[src/rtl/sleep_pkg.sv]
package sleep_pkg;
    typedef enum logic [1:0] {
        PM_RUN  = 2'd0,
        PM_IDLE = 2'd1,
        PM_DOWN = 2'd2
    } pm_state_t;

    // oscillator periods per machine cycle and machine cycles of reset qualification
    localparam int OSC_PER_MC = 12;
    localparam int QUAL_MC    = 2;
endpackage

[src/rtl/rst_qual.sv]
module rst_qual #(
    parameter int OSC_PER_MC = 12,
    parameter int QUAL_MC    = 2
) (
    input  logic clk,
    input  logic por_n,
    input  logic rst_pin,
    output logic pin_seen,
    output logic sys_rst
);
    localparam int LIM = OSC_PER_MC * QUAL_MC;
    localparam int CW  = $clog2(LIM + 1);

    logic          pin_q;
    logic [CW-1:0] run_cnt;

    // run-length of consecutive high samples, saturating at the limit
    always_ff @(posedge clk or negedge por_n) begin
        if (!por_n) begin
            pin_q   <= 1'b0;
            run_cnt <= '0;
        end else begin
            pin_q <= rst_pin;
            if (!pin_q)
                run_cnt <= '0;
            else if (run_cnt != CW'(LIM))
                run_cnt <= run_cnt + 1'b1;
        end
    end

    assign pin_seen = pin_q;
    assign sys_rst  = (run_cnt == CW'(LIM));
endmodule

[src/rtl/pm_fsm.sv]
module pm_fsm
    import sleep_pkg::*;
(
    input  logic      clk,
    input  logic      por_n,
    input  logic      sys_rst,
    input  logic      idle_req,
    input  logic      pd_req,
    input  logic      irq_pend,
    output pm_state_t state,
    output logic      cpu_en,
    output logic      per_en,
    output logic      osc_keep,
    output logic      hold,
    output logic      ale_lvl,
    output logic      psen_lvl
);
    pm_state_t nxt;

    always_ff @(posedge clk or negedge por_n) begin
        if (!por_n) state <= PM_RUN;
        else        state <= nxt;
    end

    always_comb begin
        nxt = state;
        unique case (state)
            PM_RUN: begin
                if (pd_req)        nxt = PM_DOWN;
                else if (idle_req) nxt = PM_IDLE;
            end
            PM_IDLE: if (irq_pend) nxt = PM_RUN;
            PM_DOWN: nxt = PM_DOWN;
            default: nxt = PM_RUN;
        endcase
        if (sys_rst) nxt = PM_RUN;
    end

    always_comb begin
        cpu_en   = 1'b0;
        per_en   = 1'b0;
        osc_keep = 1'b0;
        hold     = 1'b0;
        ale_lvl  = 1'b0;
        psen_lvl = 1'b0;
        unique case (state)
            PM_RUN: begin
                cpu_en   = 1'b1;
                per_en   = 1'b1;
                osc_keep = 1'b1;
            end
            PM_IDLE: begin
                per_en   = 1'b1;
                osc_keep = 1'b1;
                hold     = 1'b1;
                ale_lvl  = 1'b1;
                psen_lvl = 1'b1;
            end
            PM_DOWN: hold = 1'b1;
            default: cpu_en = 1'b1;
        endcase
    end
endmodule

[src/rtl/ea_capture.sv]
module ea_capture (
    input  logic clk,
    input  logic sys_rst,
    input  logic ea_pin,
    input  logic code_lock,
    output logic code_internal
);
    // deliberately no power-on reset: the held level is defined only after a qualified reset
    logic ea_held;

    always_ff @(posedge clk) begin
        if (sys_rst) ea_held <= ea_pin;
    end

    assign code_internal = code_lock ? ea_held : ea_pin;
endmodule

[src/rtl/sleep_ctl.sv]
module sleep_ctl
    import sleep_pkg::*;
#(
    parameter int MC_OSC  = OSC_PER_MC,
    parameter int MC_QUAL = QUAL_MC
) (
    input  logic osc_clk,
    input  logic por_n,
    input  logic rst_pin,
    input  logic idle_req,
    input  logic pd_req,
    input  logic irq_pend,
    input  logic ea_pin,
    input  logic code_lock,
    output logic sys_rst,
    output logic cpu_clk_en,
    output logic per_clk_en,
    output logic osc_run_en,
    output logic pin_hold,
    output logic ale_hold_lvl,
    output logic psen_hold_lvl,
    output logic p0_float,
    output logic ram_wr_block,
    output logic code_internal
);
    pm_state_t state;
    logic      pin_seen;
    logic      osc_keep;

    rst_qual #(.OSC_PER_MC(MC_OSC), .QUAL_MC(MC_QUAL)) i_qual (
        .clk      (osc_clk),
        .por_n    (por_n),
        .rst_pin  (rst_pin),
        .pin_seen (pin_seen),
        .sys_rst  (sys_rst)
    );

    pm_fsm i_fsm (
        .clk      (osc_clk),
        .por_n    (por_n),
        .sys_rst  (sys_rst),
        .idle_req (idle_req),
        .pd_req   (pd_req),
        .irq_pend (irq_pend),
        .state    (state),
        .cpu_en   (cpu_clk_en),
        .per_en   (per_clk_en),
        .osc_keep (osc_keep),
        .hold     (pin_hold),
        .ale_lvl  (ale_hold_lvl),
        .psen_lvl (psen_hold_lvl)
    );

    ea_capture i_ea (
        .clk           (osc_clk),
        .sys_rst       (sys_rst),
        .ea_pin        (ea_pin),
        .code_lock     (code_lock),
        .code_internal (code_internal)
    );

    // a high reset pin restarts the oscillator so the qualifier can count
    assign osc_run_en   = osc_keep | rst_pin;
    assign p0_float     = (state != PM_RUN) & ~code_internal;
    assign ram_wr_block = (state == PM_IDLE) & pin_seen;
endmodule

[config.mk]
export PLATFORM = sky130hd
export DESIGN_NAME = sleep_ctl
export DESIGN_NICKNAME = d
export VERILOG_FILES = /design/src/rtl/sleep_pkg.sv /design/src/rtl/rst_qual.sv /design/src/rtl/pm_fsm.sv /design/src/rtl/ea_capture.sv /design/src/rtl/sleep_ctl.sv
export SDC_FILE = /design/constraint.sdc
export NUM_CORES = 1
export LEC_CHECK = 0
export BUFFER_PORTS_ARGS = -buffer_cell sky130_fd_sc_hd__buf_2
export CAP_MARGIN = 25
export CORE_MARGIN = 2
export CORE_UTILIZATION = 40
export CTS_CLUSTER_SIZE = 14
export DETAILED_ROUTE_END_ITERATION = 8
export GPL_TIMING_DRIVEN = 0
export SYNTH_ARGS = -nofsm -noshare
export SYNTH_HDL_FRONTEND = slang
export SYNTH_HIERARCHICAL = 1
export SYNTH_SLANG_ARGS = --single-unit
[constraint.sdc]
create_clock -name osc_clk -period 2.4 [get_ports osc_clk]
set_clock_uncertainty 0.2 [all_clocks]
set_input_delay 0.48 -clock osc_clk [delete_from_list [all_inputs] [get_ports osc_clk]]
set_output_delay 0.48 -clock osc_clk [all_outputs]
set_load 0.05 [all_outputs]
==> reports/qor.yml <==
crit_chain: "inv_1 > ha_4 > or2_2 > or2_1 > buf_4"
synth.avg_cell_area_um2: 10.8
drc: 0
clock_latency_ns: 0.25
postSynthCellCount: 55
n_antenna_cell: 0
rr_startpoint: "i_qual/run_cnt[0]"
cts_tree: "done"
hp-class: "in2reg"
fillerInstances: 135
r2r_cells: 6
status: "finished clean"
die_h_um: 42.5
synth_area_leaders: "dfrtp_1, ha_1, mux2i_1"
critPathBufInv: 2
relSlewSlack_pct: 80.5
tightestPinTransition_ns: 0.292
start_util_pct: 44.4
drt-total-wl_um: 1030
ys_seq_area_share_pct: 38.9
crit_family: "simple AND/OR/NAND/NOR gates"
hold_viol: 0
grtUsageTotal_pct: 12.8
synth.top_cell.area_share_pct: 33.8
dr.pass1.iters: 4
cts_buffers: 3
maxCapViolCount: 0
start_kind: "register"
die_x_um: 42.5
cp.required_ns: 1.72
num_io_pins: 18
final_util_pct: 57.4
setup_tns_ns: 0
grt_use_met1_pct: 12.9
syn_to_final_growth_pct: 29.4
overflow: 0
critical_path_class: "reg2out"
layout.nets: 94
reg2reg_to: "i_fsm/state[1]"
syn_area_um2: 592
rows: 13
multi_input_area_um2: 332
worstPathArrival_ns: 1.64
slew_viol_final: 0
reg2reg_setup_slack_ns: 0.79
drive_above_1_share_pct: 45.6
synth-main-ff-cell: "dfrtp_1"
antenna_found_initial: 0
grt_use_met3_pct: 2.59
async_reset_ff_share_pct: 88.9
drt_iter0_drc: 4
synth_seq_cells: 9
slowest_delay_ns: 0.40
pre_cts_ws_ns: 0.203
clkTransAtPathRegs_ns: 0.06
power.density_mw_per_mm2: 1090
rsz0062_at_grt: "no"
setup_viol: 0
place_congestion: 0.716
leakagePower_uw: 0.000395
grt_busiest_layer: "met2"
timing.fmax_ghz: 0.431
vias_per_cell: 4.80
synth_cell_types: 25
worst_slack_ns: 0.0803
power.total_uw: 838
post-route-period-util_pct: 96.7
port_buffers: 17
clock_sinks: 9
synth_nets: 69
grt_pass1_vias: 399
post-route-cell-area_um2: 766
dpl_cell_area_um2: 696
dieArea_mm2: 0.00180
core_mm2: 0.00133
worstPathMaxFanout: 4
cts_buffer_depth: 2
num_vias: 451
crit_slowest_cell: "dfrtp_2"
seq_area_um2: 231
wl_per_cell_um: 11.0
cts-root-buf: "clkbuf_4"
cp.depth: 5
synth.largest_area_cell: "dfrtp_1"
synthMostInstantiatedCell: "dfrtp_1"
synth-edff-count: 1
end_kind: "output port"
cts-htree-levels: 1
grt_pass1_wl_um: 1650
synth_warnings: 6
hpwl_um: 801
cp-startpoint: "i_fsm/state[0]"
peakVddDrop_mv: 0.705
met2_usage_pct: 22.8
ant_nets: 0
ys_top_cells_by_count: "dfrtp_1, ha_1, nand2_1, inv_1, mux2i_1"
fin_crit_ns: 2.32
cp-endpoint: "osc_run_en"
grt_max_degree: 11
[metrics by stage]
step	hold slack, ns	std cells
floorplan	-0.0156	55
global placement	0.126	87
detailed placement	0.123	87
CTS	0.137	94
global route	0.125	94
finish	0.145	94
[how the worst min path moves through the flow]
stage             from  slack, ns  cells past startpoint               to
2_1_floorplan    por_n      -0.02                      0   i_fsm/state[0]
3_3_place_gp     por_n       0.13                      1  i_qual/pin_seen
3_5_place_dp     por_n       0.12                      1   i_fsm/state[1]
4_1_cts        rst_pin       0.14                      1  i_qual/pin_seen
5_1_grt        rst_pin       0.13                      1  i_qual/pin_seen
6_report       rst_pin       0.15                      1  i_qual/pin_seen
[power by group]
part	switching (uW)	leakage (uW)	total (uW)	internal (uW)
combinational	345	0.000268	533	188
sequential	20.1	0.000112	194	174
clock	46.7	0.0000150	110	63.7
total	412	0.000395	838	426
[what timing repair did]
item | in CTS | in global routing
endpoints found under the hold margin | 8 | 0
gates resized for setup | 2 | 3
setup buffers | 2 | 0
setup endpoints to repair | 1 | 2
hold buffers | 1 | 0
[state kept, by name (all words and copies together), names as in the netlist]
register and cells:
i_fsm/state 2, i_qual/run_cnt 5, i_ea/ea_held 1, i_qual/pin_seen 1
[cell type report]
cell class | count | share of cell area, %
buffer | 3 | 3.43
clock buffer | 4 | 3.43
inverter | 5 | 2.45
multi-input combinational | 38 | 43.3
sequential | 9 | 30.2
tap | 15 | 2.45
timing repair buffer | 20 | 14.7
[cell usage in the layout, fill, tap and decap left out, drive strengths merged]
cell         instances
mux2                 2
or2                  2
and3b                1
o21ai                2
nand3                2
a21oi                2
o21ba                1
nand2b               5
nand2                6
dlygate4sd3          1
and4b                1
nor2                 1
inv                  5
dfrtp                8
mux2i                4
nor3b                1
ha                   6
xnor2                1
a211oi               1
clkbuf               4
buf                 22
edfxtp               1
[cells by family after synthesis]
family | share of synthesized area [%]
XOR/XNOR | 1.48
AND/OR/NAND/NOR | 20.5
buffers and inverters | 7.61
AO/OA/AOI/OAI | 6.98
flip-flops | 38.9
multiplexers | 11.8
adder cells (fa/ha/maj) | 12.7
[metal layers]
metal,part of all wire (%),up-vias
met5,0,-
met4,1.4,0
met3,3.4,2
met2,54,10
met1,41,210
li1,-,229
Note: power is estimated with default switching activity, not from simulation.
